File: src/rtl/pfd_pkg.sv
package pfd_pkg;

  localparam int CTRL_W      = 8;
  localparam int BIT_SE_EN   = 0;
  localparam int BIT_SE_INV  = 1;
  localparam int BIT_DE_EN   = 2;
  localparam int BIT_POL     = 7;

  typedef struct packed {
    logic se_en;
    logic se_inv;
    logic de_en;
    logic swap;
  } pfd_cfg_t;

  function automatic pfd_cfg_t decode_ctrl(input logic [CTRL_W-1:0] word);
    pfd_cfg_t c;
    c.se_en  = word[BIT_SE_EN];
    c.se_inv = word[BIT_SE_INV];
    c.de_en  = word[BIT_DE_EN];
    c.swap   = word[BIT_POL];
    return c;
  endfunction

  // single-ended output is driven only when exactly one flag is set
  function automatic logic se_active(input logic up, input logic dn, input logic en);
    return en & (up ^ dn);
  endfunction

  // feedback leading (DN alone) drives high, lagging drives low; invert flips
  function automatic logic se_level(input logic up, input logic dn, input logic inv);
    return (dn & ~up) ^ inv;
  endfunction

endpackage

File: src/rtl/pfd_edge_sync.sv
module pfd_edge_sync #(
  parameter int STAGES = 2
) (
  input  logic clk,
  input  logic rst,
  input  logic async_in,
  output logic rise
);

  logic [STAGES-1:0] chain_q;
  logic              last_q;

  genvar g;
  generate
    for (g = 0; g < STAGES; g++) begin : g_stage
      if (g == 0) begin : g_first
        always_ff @(posedge clk) begin
          if (rst) chain_q[0] <= 1'b0;
          else     chain_q[0] <= async_in;
        end
      end else begin : g_next
        always_ff @(posedge clk) begin
          if (rst) chain_q[g] <= 1'b0;
          else     chain_q[g] <= chain_q[g-1];
        end
      end
    end
  endgenerate

  always_ff @(posedge clk) begin
    if (rst) last_q <= 1'b0;
    else     last_q <= chain_q[STAGES-1];
  end

  assign rise = chain_q[STAGES-1] & ~last_q;

  // an edge event never lasts longer than one cycle
  a_r1_single_pulse: assert property (@(posedge clk) disable iff (rst)
    rise |=> !rise);

endmodule

File: src/rtl/pfd_flags.sv
module pfd_flags #(
  parameter int MIN_OVERLAP = 2
) (
  input  logic clk,
  input  logic rst,
  input  logic ref_rise,
  input  logic fb_rise,
  output logic up_q,
  output logic dn_q,
  output logic clear_evt
);

  localparam int CNT_W = $clog2(MIN_OVERLAP + 1);

  logic [CNT_W-1:0] ovl_cnt;
  logic             both_set;

  assign both_set  = up_q & dn_q;
  assign clear_evt = both_set & (ovl_cnt == CNT_W'(MIN_OVERLAP - 1));

  always_ff @(posedge clk) begin
    if (rst) begin
      up_q    <= 1'b0;
      dn_q    <= 1'b0;
      ovl_cnt <= '0;
    end else begin
      up_q <= ref_rise | (up_q & ~clear_evt);
      dn_q <= fb_rise  | (dn_q & ~clear_evt);
      if (both_set && !clear_evt) ovl_cnt <= ovl_cnt + CNT_W'(1);
      else                        ovl_cnt <= '0;
    end
  end

  // after the overlap window both flags drop unless a fresh edge arrives
  a_r4_clear_after_overlap: assert property (@(posedge clk) disable iff (rst)
    clear_evt |=> (up_q == $past(ref_rise)) && (dn_q == $past(fb_rise)));

  // the overlap counter never passes the minimum width
  a_r4_overlap_bounded: assert property (@(posedge clk) disable iff (rst)
    both_set |-> (ovl_cnt < CNT_W'(MIN_OVERLAP)));

endmodule

File: src/rtl/pfd_out_stage.sv
module pfd_out_stage
  import pfd_pkg::*;
(
  input  logic     up,
  input  logic     dn,
  input  pfd_cfg_t cfg,
  output logic     se_drive,
  output logic     se_oe,
  output logic     phi_r_n,
  output logic     phi_v_n
);

  logic r_side_n, v_side_n;

  always_comb begin
    se_oe    = se_active(up, dn, cfg.se_en);
    se_drive = se_oe ? se_level(up, dn, cfg.se_inv) : 1'b0;
  end

  always_comb begin
    if (cfg.swap) begin
      r_side_n = ~dn;
      v_side_n = ~up;
    end else begin
      r_side_n = ~up;
      v_side_n = ~dn;
    end
    phi_r_n = cfg.de_en ? r_side_n : 1'b1;
    phi_v_n = cfg.de_en ? v_side_n : 1'b1;
  end

endmodule

File: src/rtl/phase_freq_comparator.sv
module phase_freq_comparator
  import pfd_pkg::*;
#(
  parameter int SYNC_STAGES = 2,
  parameter int MIN_OVERLAP = 2
) (
  input  logic              clk,
  input  logic              rst,
  input  logic              ref_in,
  input  logic              fb_in,
  input  logic [CTRL_W-1:0] ctrl,
  output logic              se_drive,
  output logic              se_oe,
  output logic              phi_r_n,
  output logic              phi_v_n
);

  localparam int N_IN = 2;

  logic [N_IN-1:0] raw_in;
  logic [N_IN-1:0] rise_evt;
  logic            up_q, dn_q, clear_evt;
  pfd_cfg_t        cfg;

  assign raw_in = {fb_in, ref_in};
  assign cfg    = decode_ctrl(ctrl);

  genvar i;
  generate
    for (i = 0; i < N_IN; i++) begin : g_sync
      pfd_edge_sync #(.STAGES(SYNC_STAGES)) u_sync (
        .clk      (clk),
        .rst      (rst),
        .async_in (raw_in[i]),
        .rise     (rise_evt[i])
      );
    end
  endgenerate

  pfd_flags #(.MIN_OVERLAP(MIN_OVERLAP)) u_flags (
    .clk       (clk),
    .rst       (rst),
    .ref_rise  (rise_evt[0]),
    .fb_rise   (rise_evt[1]),
    .up_q      (up_q),
    .dn_q      (dn_q),
    .clear_evt (clear_evt)
  );

  pfd_out_stage u_out (
    .up       (up_q),
    .dn       (dn_q),
    .cfg      (cfg),
    .se_drive (se_drive),
    .se_oe    (se_oe),
    .phi_r_n  (phi_r_n),
    .phi_v_n  (phi_v_n)
  );

  // output driven only while exactly one flag is held
  a_r4_hiz_on_overlap: assert property (@(posedge clk) disable iff (rst)
    (up_q && dn_q) |-> !se_oe);

  // disabled single-ended output stays released
  a_r9_se_disabled: assert property (@(posedge clk) disable iff (rst)
    !ctrl[BIT_SE_EN] |-> !se_oe);

  // disabled pulse pair rests high
  a_r10_de_disabled: assert property (@(posedge clk) disable iff (rst)
    !ctrl[BIT_DE_EN] |-> (phi_r_n && phi_v_n));

  // both flags give a coincident low on both pulse outputs
  a_r7_lock_both_low: assert property (@(posedge clk) disable iff (rst)
    (up_q && dn_q && ctrl[BIT_DE_EN]) |-> (!phi_r_n && !phi_v_n));

  // at most one pulse output low when only one flag is held
  a_r5_single_side: assert property (@(posedge clk) disable iff (rst)
    (up_q ^ dn_q) |-> (phi_r_n || phi_v_n));

endmodule

File: config.mk
export PLATFORM = sky130hd
export DESIGN_NAME = phase_freq_comparator
export DESIGN_NICKNAME = d
export VERILOG_FILES = /design/src/rtl/pfd_pkg.sv /design/src/rtl/pfd_edge_sync.sv /design/src/rtl/pfd_flags.sv /design/src/rtl/pfd_out_stage.sv /design/src/rtl/phase_freq_comparator.sv
export SDC_FILE = /design/constraint.sdc
export NUM_CORES = 1
export LEC_CHECK = 0
export ABC_AREA = 1
export BUFFER_PORTS_ARGS = -buffer_cell sky130_fd_sc_hd__buf_2
export CORE_AREA = 2 2 39 41
export CTS_BUF_LIST = sky130_fd_sc_hd__clkbuf_8
export CTS_CLUSTER_DIAMETER = 50
export CTS_CLUSTER_SIZE = 16
export DETAILED_ROUTE_END_ITERATION = 6
export DIE_AREA = 0 0 41 43
export GPL_ROUTABILITY_DRIVEN = 0
export PLACE_DENSITY = 0.68
export SYNTH_ARGS = -nofsm -noshare
export SYNTH_HDL_FRONTEND = slang
export SYNTH_SLANG_ARGS = --single-unit
File: constraint.sdc
create_clock -name clk -period 2.1 [get_ports clk]
set_clock_uncertainty 0.15 [all_clocks]
set_input_delay 0.315 -clock clk [delete_from_list [all_inputs] [get_ports clk]]
set_output_delay 0.315 -clock clk [all_outputs]
set_load 0.005 [all_outputs]
### Word-level counts from Yosys, hierarchy flattened

Cells that the tools add are included.

| storage, ports and cells | value |
|---|---|
| flip-flop bits (word level) | 10 |
| output and inout bits | 4 |
| logic and storage cells | 37 |
| input bits | 12 |

| cells by class | value |
|---|---|
| muxes and demuxes | 5 |
| reduce and logical (&&, ||, !) cells | 3 |
| add/sub/neg operators | 1 |
| bitwise operators | 18 |
| equal/unequal tests | 1 |

Operators by type and width:

| operator | number |
|---|---|
| $and 1x1->1 | 8 |
| $not 1->1 | 6 |
| $mux 1 | 5 |
| $add 2x1->2 const B | 1 |
| $eq 2x1->1 const B | 1 |
| $or 1x1->1 | 2 |
| $reduce_or 2->1 | 1 |
| $xor 1x1->1 | 2 |
| $logic_and 1x1->1 | 1 |
| $logic_not 1->1 | 1 |

### Depth between registers and ports, before layout

Gate-level depths: netlist (run 1).

| logic depth | value |
|---|---|
| depth after elaboration | 6 |
| depth in mapped cells | 6 |
| depth with buffers taken out | 6 |

### Hierarchy

From an unflattened synthesis (run 1), not the netlist that was laid out.

| second synthesis, totals | value |
|---|---|
| cell total of the unflattened synthesis | 60 |
| area, all modules | 412.9 µm² |

Modules (own cells, without submodules):

| module | times used | cells an instance | seq. area each (µm²) | area an instance (µm²) |
|---|---|---|---|---|
| pfd_edge_sync | 2 | 10 | 60.1 | 86.3 |
| pfd_flags | 1 | 21 | 80.1 | 155.1 |
| pfd_out_stage | 1 | 19 | 0.0 | 85.1 |

### Worst setup path before layout (run 1)

OpenSTA, ideal clock, no wires.

| timing | value |
|---|---|
| path kind | reg2out |
| from | reg u_flags.up_q |
| to | out se_drive |
| cell stages (with the launch flop) | 6 |
| data required time | 1.635 ns |
| path buffers | 0 |
| setup slack | 0.665 ns |
| arrival time | 0.970 ns |
| cells stage by stage | dfxtp_1 inv_1 ha_1 nor2_1 inv_1 nor2_1 |

| between the ends | value |
|---|---|
| elaborated cells between the ends (all ways) | 6 |
| classes of those cells | 1 x mux; 5 x bitwise |

RTL lines:

| what | RTL line | source |
|---|---|---|
| start, declared | pfd_flags.sv:8 | `output logic up_q,` |
| start signal, assigned | pfd_flags.sv:27 | `up_q <= ref_rise \| (up_q & ~clear_evt);` |
| $xor 1x1->1 | pfd_pkg.sv:27 | `return en & (up ^ dn);` |
| $and 1x1->1 | pfd_pkg.sv:27 |  |
| via se_oe | phase_freq_comparator.sv:13 | `output logic se_oe,` |
| $mux 1 | pfd_out_stage.sv:17 | `se_drive = se_oe ? se_level(up, dn, cfg.se_inv) : 1'b0;` |
| end, declared | phase_freq_comparator.sv:12 | `output logic se_drive,` |

The timed path passes the listed nets, and every way through them passes these cells.

### Worst setup path in the final report (run 1)

| timing | value |
|---|---|
| from | reg u_flags.up_q |
| to | out se_drive |

| between the ends | value |
|---|---|
| cells in the longest elaborated chain, start to end | 4 |
| elaborated cells between the ends (all ways) | 6 |
| classes of those cells | 1 x mux; 5 x bitwise |

Ends and longest elaborated chain:

| what | RTL line | source |
|---|---|---|
| $not 1->1 | pfd_pkg.sv:32 | `return (dn & ~up) ^ inv;` |
| $and 1x1->1 | pfd_pkg.sv:32 |  |
| $xor 1x1->1 | pfd_pkg.sv:32 |  |
| $mux 1 (*) | pfd_out_stage.sv:17 |  |

Mark *: on every way between the ends. The rest lies on a longest branch, timed or not.

==> results of run 1 <==
==> power groups by stage <==
stage / Combinational, mW / Clock [mW] / Sequential [mW]
2_1_floorplan: 0.0264 / 0 / 0.203
3_3_place_gp: 0.0368 / 0 / 0.204
3_5_place_dp: 0.0381 / 0 / 0.204
4_1_cts: 0.0384 / 0.196 / 0.201
5_1_grt: 0.0436 / 0.208 / 0.201
6_report: 0.0378 / 0.187 / 0.201
==> metal layers <==
metal | wire length, um | vias up
met2 | 298 | 14
met5 | 0 | -
met3 | 63 | 2
met1 | 233 | 148
met4 | 7 | 0
li1 | - | 192
==> worst max-delay path by stage <==
stage / startpoint / end / slack, ps / cells past startpoint
after global routing: u_flags.up_q / se_drive / 200 / 6
after CTS: u_flags.up_q / se_drive / 320 / 6
after detailed placement: u_flags.up_q / se_drive / 570 / 6
final: u_flags.up_q / se_drive / 340 / 6
after global placement: u_flags.up_q / se_drive / 590 / 6
after floorplan: u_flags.up_q / se_drive / 670 / 5
==> Yosys cell counts (all sizes together) <==
master,count
buf,1
dfxtp,10
ha,3
inv,17
nand2,13
nand3,4
nor2,11
==> flip-flops by register name, summed over array words and instances (netlist names) <==
name	count
g_sync.u_sync.chain_q	4
g_sync.u_sync.last_q	2
u_flags.ovl_cnt	2
u_flags.dn_q	1
u_flags.up_q	1
==> critical path, stage by stage (launching register included) <==
cell and delay (ps):
dfxtp_1 340, inv_1 80, ha_1 270, nor2_1 130, inv_1 50, nor2_1 80
buf_2 110
==> kinds of logic (layout without fill, tap and decap cells) <==
group | Yosys count | in the layout | share of synthesized area, %
adders and majority gates | 3 | 3 | 8.381
buffers and inverters | 18 | 31 | 16.76
DFF | 10 | 10 | 44.69
and+or+nand+nor | 28 | 28 | 30.17
==> layout make-up <==
cell class	instances	area, um2	share of cell area [%]
repair buffers	11	55.05	9.955
multi-input cells	31	172.7	31.22
clock buffers	3	41.29	7.466
well taps	16	20.02	3.620
flip-flops and latches	10	200.2	36.20
inverters	17	63.81	11.54
==> stage by stage <==
stage | worst slack, ps | total power [mW] | cells | hold slack [ps]
global route | 196.5 | 0.4530 | 88 | 133.4
floorplan | 665.3 | 0.2297 | 59 | 238.3
global placement | 593.1 | 0.2407 | 85 | 241.6
detailed placement | 569.0 | 0.2425 | 85 | 253.9
CTS | 317.2 | 0.4355 | 88 | 136.1
finish | 337.1 | 0.4254 | 88 | 138.2
==> impl_results.md, run 1 <==
* Final setup viols at 0
* Crit path DAT at 1300 ps
* Commonest non-fill, non-tap cell in the layout: inv_1
* Setup_tns at 0 ps
* Internal at 339.2 uW
* Busiest grt layer: met2
* Net switching power figure at 86.20 uW
* Vias per inst at 4.045
* Die area at 1763 um2
* Final Core Density at 39.96%
* Register area share after synthesis at 44.69%
* Mapped Cells at 59
* GR Overflow Total at 0
* Worst Max-Slew Pin Slew at 238.2 ps
* Post-layout net count at 89
* Die extent in x at 41 um
* # diodes at 0
* Fin. max-slew vios at 0
* Initial Utilization at 32.37%
* Slew HR at 84.12%
* DR WL/cell at 6.841 um
* Antenna violations before repair at 0
* DRT Pass-1 Iters at 4
* Worst Path Required at 1630 ps
* Worst Setup Start Kind: flop
* Period utilization at 83.95%
* HP Start: ref_in
* Synthesis Warnings at 0
* Routed WL at 602 um
* Area leader, netlist: dfxtp_1
* Post-DP HPWL at 483.1 um
* Layout area overhead at 23.46%
* Clock slew at reported path FFs at 40 ps
* Post-route ant nets at 0
* Gr usage total at 8.375%
* # IOs at 16
* Post-CTS Resized at 0
* Fin area at 553.0 um2
* Global Route met1 Usage at 7.516%
* Flop pwr share at 47.2%
* Lkg Pwr at 0.2849 nW
* First-pass GRT wire length at 924 um
* CP Max Fanout at 3
* Peak supply drop at 0.4790 mV
* Synth top area cells: dfxtp_1, inv_1, nand2_1
* Hold-fix buffers, CTS at 0
* Clk sinks at 10
* GR Layer Usage met3 at 4.712%
* Critical Path Sink Type: output port
* Core Region at 1384 um2
* Max-Cap Viols at 0
* Fmax at 0.5672 GHz
* Synth top area share at 44.69%
* Clock share of power at 43.9%
* Worst hold path depth at 3
* Final routed DRC violation total at 0
* Die Ht at 43 um
* Dpl cell area at 511.7 um2
* Fillers at 143
* Clk_lat worst skew at 230 ps
* Post-synthesis register bit count at 10
* Commonest non-fill, non-tap cells in the layout: inv_1, nand2_1, buf_2
* M2 GR Usage at 12.19%
* Vias at 356
* Count of standard-cell rows at 14
* CTS root buf: clkbuf_8
* Crit Reg-Reg Endpoint: u_flags.up_q
* Worst Hold Class: in2reg
* Post-CTS Setup Bufs at 0
* Flop-to-flop setup slack at 1070 ps
* Post-Syn Nets at 74
* Layout cells sized above 1 at 26.39%
* PwrDens at 769.3 nW/um2
* CTS tree: built
* TritonCTS buffer count at 3
* CP Class: reg2out
* Syn Area/Cell at 7.592 um2
* Worst Hold End: g_sync[0].u_sync.chain_q[0]
* Pin count of the biggest net entering global routing at 9
* Switching Share at 20.26%
* R2R depth at 4
* Mapped Area at 447.9 um2
* Reg2Reg Launch Point: u_flags.dn_q
* DRT iter0 DRCs at 4
* Minimum clock period after layout at 1763 ps
* Buffer levels on the longest clock path at 2
* RSZ-0062 raised after global routing: false
* Vias in the first global route at 280
* IO buf count at 11
* Yosys cell types at 10
* Fin. Hold Viols at 0
* H-tree depth at 1
* Outcome: finished, final reports clean
* Part of the power in combinational logic at 8.9%
(Power assumes the default switching activity.)
==> inputs of run 2 (changes only) <==
Clock period 2.1 ns to 1.8 ns, I/O delays scaled along.
==> impl_results.md, run 2 (same netlist as run 1, synthesis figures left out) <==
* Outcome: finished, final reports clean
* Fin. max-slew vios at 0 (unchanged)
* Antenna violations before repair at 0 (unchanged)
* Largest Register: g_sync.u_sync.chain_q
* Commonest non-fill, non-tap cells in the layout: inv_1, nand2_1, buf_2
* Clk sinks at 10 (unchanged)
* Crit Reg-Reg Endpoint: u_flags.up_q
* Layout cells sized above 1 at 29.17% (+2.8 points)
* CP Capture Point: se_drive
* H-tree depth at 1 (unchanged)
* Slew HR at 83.98% (-0.14 points)
* CP top delay family: flip-flops
* Post-route ant nets at 0 (unchanged)
* First-pass GRT wire length at 897 um (-2.9%)
* Critical path depth at 6 (unchanged)
* Peak supply drop at 0.4501 mV (-6.0%)
* Slowest-stage cell, CP: dfxtp_2
* DRT iter0 DRCs at 1 (-3)
* Vias per inst at 4.011 (-0.84%)
* Flop-to-flop setup slack at 780 ps (-290 ps)
* CTS root buf: clkbuf_8
* Routed WL at 610 um (+1.3%)
* Clock slew at reported path FFs at 40 ps (about the same)
* Pin count of the biggest net entering global routing at 9 (unchanged)
* Non-Filler Instances at 88 (unchanged)
* TritonCTS buffer count at 3 (unchanged)
* Die area at 1763 um2 (unchanged)
* Initial Utilization at 32.37% (unchanged)
* RSZ-0062 raised after global routing: false
* Vias in the first global route at 271 (-3.2%)
* Core Region at 1384 um2 (unchanged)
* Final setup viols at 0 (unchanged)
* CP Max Fanout at 3 (unchanged)
* CP peak stage delay at 330 ps (about the same)
* Buffer levels on the longest clock path at 2 (unchanged)
* # diodes at 0 (unchanged)
* Clk_lat worst skew at 230 ps (about the same)
* Fillers at 150 (+4.9%)
* Post-CTS Setup Bufs at 0 (unchanged)
* Lkg Pwr at 0.2856 nW (+0.23%)
* PwrDens at 894.8 nW/um2 (+16%)
* Placed Cells at 85 (unchanged)
* Worst Setup Start Kind: flop
* IO buf count at 11 (unchanged)
* Commonest non-fill, non-tap cell in the layout: inv_1
* WP buf/inv at 3 (unchanged)
* Worst Max-Slew Pin Slew at 240.3 ps (+2.156 ps)
* R2R depth at 4 (unchanged)
* CP Launch Point: u_flags.up_q
* Post-layout net count at 89 (unchanged)
* Final Core Density at 40.24% (+0.27 points)
* WHS at 99.30 ps (-38.90 ps)
* Reg2Reg Launch Point: u_flags.dn_q
* Largest registers: g_sync.u_sync.chain_q x4, g_sync.u_sync.last_q x2, u_flags.ovl_cnt x2
* Fin. Hold Viols at 0 (unchanged)
* Vias at 353 (-0.84%)
* GR Overflow Total at 0 (unchanged)
* Die Ht at 43 um (unchanged)
* Worst Path Required at 1380 ps (-250 ps)
* CP dominant cell by count: inv_1
* CP Cell Sequence: inv_1 > ha_1 > nor2_2 > inv_1 > nor2_1 > buf_2
* Gr usage total at 7.972% (-0.40 points)
* DRT Pass-1 Iters at 4 (unchanged)
* Layout area overhead at 24.30%
* Crit path DAT at 1240 ps (-60 ps)
* Max-Cap Viols at 0 (unchanged)
* CP Class: reg2out
* Worst Hold Class: in2reg
* Post-DP HPWL at 473.2 um (-2.0%)
* Fmax at 0.6023 GHz
* # IOs at 16 (unchanged)
* Minimum clock period after layout at 1660 ps
* Count of standard-cell rows at 14 (unchanged)
* Critical Path Sink Type: output port
* Period utilization at 92.25%
* DR WL/cell at 6.932 um (+1.3%)
* Pwr Total at 498.2 uW (+17%)
* Die extent in x at 41 um (unchanged)
* CTS tree: built
* Final routed DRC violation total at 0 (unchanged)
* Setup_tns at 0 ps (unchanged)
* Largest register FFs at 4 (unchanged)
==> run 2: changes by cell type in the layout (fill, tap and decap cells not counted) <==
cell / change
nor2_1: -1
dfxtp_1: -1
dfxtp_2: +1
nor2_2: +1
==> run 2: final cells by class <==
class	count	area [um2]	share of cell area [%]
flip-flops and latches	10	201.4	36.18
clock buffers	3	41.29	7.416
repair buffers	11	55.05	9.888
inverters	17	63.81	11.46
multi-input cells	31	175.2	31.46
well taps	16	20.02	3.596
==> run 2: repair_timing <==
| item | in CTS | in global routing |
|---|---|---|
| hold buffers | 0 | 0 |
| setup endpoints to repair | 0 | 1 |
| gates resized for setup | 0 | 2 |
| hold endpoints to repair | 0 | 0 |
==> run 2: worst min path at each step <==
| stage | cells after the start | startpoint | end |
|---|---|---|---|
| after floorplan | 2 | ref_in | g_sync[0].u_sync.chain_q[0] |
| after global placement | 2 | g_sync[1].u_sync.chain_q[0] | g_sync[1].u_sync.chain_q[1] |
| after detailed placement | 2 | g_sync[0].u_sync.chain_q[0] | g_sync[0].u_sync.chain_q[1] |
| after CTS | 3 | fb_in | g_sync[1].u_sync.chain_q[0] |
| after global routing | 3 | fb_in | g_sync[1].u_sync.chain_q[0] |
| final | 3 | fb_in | g_sync[1].u_sync.chain_q[0] |
==> run 2: layer usage <==
metal	track usage (%)	wire (um)
met3	4.712	70
met5	0	0
met2	11.56	292
met1	7.843	248
met4	6.000	0
==> run 2: worst register-to-register path: stages, from the launching register on <==
cell	delay, ps
dfxtp_1	370
ha_1	200
nand2_1	80
nand3_1	70
nand2_1	50
==> run 2: per-stage QoR <==
step	setup WS (ps)	instance area, um2
finish	139.6	556.8
global route	16.27	556.8
CTS	67.36	553.0
detailed placement	328.1	511.7
global placement	338.0	511.7
floorplan	410.3	447.9
==> run 2: report_power, final <==
part           total, mW  switching, mW  internal, mW
clock              0.218         0.0731         0.145
combinational     0.0458         0.0252        0.0205
sequential         0.234        0.00337         0.231
==> inputs of run 3 (changes only) <==
Clock period 1.8 ns to 2 ns, I/O delays scaled along.
==> impl_results.md, run 3 (same netlist as run 1, synthesis figures left out) <==
* Worst Hold Class: in2reg
* TritonCTS buffer count at 3 (unchanged)
* DRT Pass-1 Iters at 2 (-2)
* CP Max Fanout at 3 (unchanged)
* Crit Reg-Reg Endpoint: u_flags.dn_q
* Crit path DAT at 1300 ps (+60 ps)
* Lkg Pwr at 0.2849 nW (-0.23%)
* Gr usage total at 7.972% (unchanged)
* Clock slew at reported path FFs at 40 ps (about the same)
* Buffer levels on the longest clock path at 2 (unchanged)
* Slew HR at 84.09% (+0.11 points)
* Critical Path Sink Type: output port
* Largest register FFs at 4 (unchanged)
* GR Layer Usage met3 at 4.712% (unchanged)
* # diodes at 0 (unchanged)
* CP Class: reg2out
* Count of standard-cell rows at 14 (unchanged)
* Largest registers: g_sync.u_sync.chain_q x4, g_sync.u_sync.last_q x2, u_flags.ovl_cnt x2
* Antenna violations before repair at 0 (unchanged)
* Clk sinks at 10 (unchanged)
* First-pass GRT wire length at 869 um (-3.1%)
* Largest Register: g_sync.u_sync.chain_q
* Post-layout net count at 89 (unchanged)
* H-tree depth at 1 (unchanged)
* Post-CTS Resized at 0 (unchanged)
* DR WL/cell at 6.841 um (-1.3%)
* Layout area overhead at 23.46%
* Pwr Total at 446.2 uW (-10%)
* Worst Max-Slew Pin Slew at 238.6 ps (-1.689 ps)
* Clk_lat worst skew at 230 ps (about the same)
* Busiest grt layer: met2
* Setup WS post-layout at 253.4 ps (+113.8 ps)
* Pin count of the biggest net entering global routing at 9 (unchanged)
* PwrDens at 806.9 nW/um2 (-9.8%)
* Worst Setup Start Kind: flop
* M2 GR Usage at 11.25% (-0.31 points)
* Layout cells sized above 1 at 26.39% (-2.8 points)
* IO buf count at 11 (unchanged)
* Slowest-stage cell, CP: dfxtp_1
* Dpl cell area at 511.7 um2 (unchanged)
* Vias at 350 (-0.85%)
* # IOs at 16 (unchanged)
* Period utilization at 87.33%
* Commonest non-fill, non-tap cells in the layout: inv_1, nand2_1, buf_2
* CP peak stage delay at 340 ps (about the same)
* GR Overflow Total at 0 (unchanged)
* Post-route ant nets at 0 (unchanged)
* Worst hold path depth at 3 (unchanged)
* CTS tree: built
* Core Region at 1384 um2 (unchanged)
* Initial Utilization at 32.37% (unchanged)
* Hold-fix buffers, CTS at 0 (unchanged)
* DRT iter0 DRCs at 1 (unchanged)
* Post-Place Setup Slack at 497.3 ps (+169.1 ps)
* Setup_tns at 0 ps (unchanged)
* CP Launch Point: u_flags.up_q
* Die area at 1763 um2 (unchanged)
* RSZ-0062 raised after global routing: false
* Post-CTS Setup Bufs at 0 (unchanged)
* Worst Path Required at 1550 ps (+170 ps)
* Vias in the first global route at 265 (-2.2%)
* Routed WL at 602 um (-1.3%)
* CP Capture Point: se_drive
* Die Ht at 43 um (unchanged)
* CTS root buf: clkbuf_8
* R2R depth at 4 (unchanged)
* Global Route met1 Usage at 7.190% (-0.65 points)
* Outcome: finished, final reports clean
* Reg2Reg Launch Point: u_flags.dn_q
* Flop-to-flop setup slack at 970 ps (+190 ps)
* Final setup viols at 0 (unchanged)
* Commonest non-fill, non-tap cell in the layout: inv_1
* CP Cell Sequence: inv_1 > ha_1 > nor2_1 > inv_1 > nor2_1 > buf_2
* Post-DP HPWL at 475.4 um (+0.46%)
* Max-Cap Viols at 0 (unchanged)
* Fmax at 0.5725 GHz
* Minimum clock period after layout at 1747 ps
* Fin. max-slew vios at 0 (unchanged)
* Fin area at 553.0 um2 (-0.67%)
* Vias per inst at 3.977 (-0.85%)
* Final routed DRC violation total at 0 (unchanged)
* WHS at 130.5 ps (+31.24 ps)
* Peak supply drop at 0.5026 mV (+12%)
* Die extent in x at 41 um (unchanged)
* Fin. Hold Viols at 0 (unchanged)
-- run 3: critical path, delay by kind of cell, from the launching register on --
family,cells,cell delay [ps]
adder cells (fa/ha/maj),1,270
flip-flops,1,340
AND/OR/NAND/NOR,2,210
buffers and inverters,3,240
-- run 3: layout make-up --
cell class                 count  area, um2
clock buffer                   3      41.29
fill                         149      830.8
inverter                      17      63.81
multi-input combinational     31      172.7
sequential                    10      200.2
tap                           16      20.02
timing repair buffer          11      55.05
-- run 3: power breakdown --
group	switching (mW)	total, mW	internal (mW)
registers	0.00312	0.211	0.208
logic	0.0218	0.0399	0.0181
clock network	0.0651	0.196	0.131
total	0.0900	0.446	0.356
-- run 3: metrics by stage --
step                util [%]  cells
detailed placement     36.98     85
finish                 39.96     88
global placement       36.98     85
CTS                    39.96     88
global route           39.96     88
floorplan                  -     59
-- run 3: metal layers --
| layer | routed length [um] | up-vias |
|---|---|---|
| met1 | 258 | 141 |
| li1 | - | 193 |
| met4 | 7 | 0 |
| met3 | 63 | 2 |
| met2 | 273 | 14 |
| met5 | 0 | - |
-- run 3: how the worst min path moves through the flow --
| stage | endpoint | slack, ps | start |
|---|---|---|---|
| 2_1_floorplan | g_sync[0].u_sync.chain_q[1] | 240 | g_sync[0].u_sync.chain_q[0] |
| 3_3_place_gp | g_sync[1].u_sync.chain_q[1] | 240 | g_sync[1].u_sync.chain_q[0] |
| 3_5_place_dp | g_sync[1].u_sync.chain_q[1] | 250 | g_sync[1].u_sync.chain_q[0] |
| 4_1_cts | g_sync[1].u_sync.chain_q[0] | 120 | fb_in |
| 5_1_grt | g_sync[1].u_sync.chain_q[0] | 120 | fb_in |
| 6_report | g_sync[1].u_sync.chain_q[0] | 130 | fb_in |
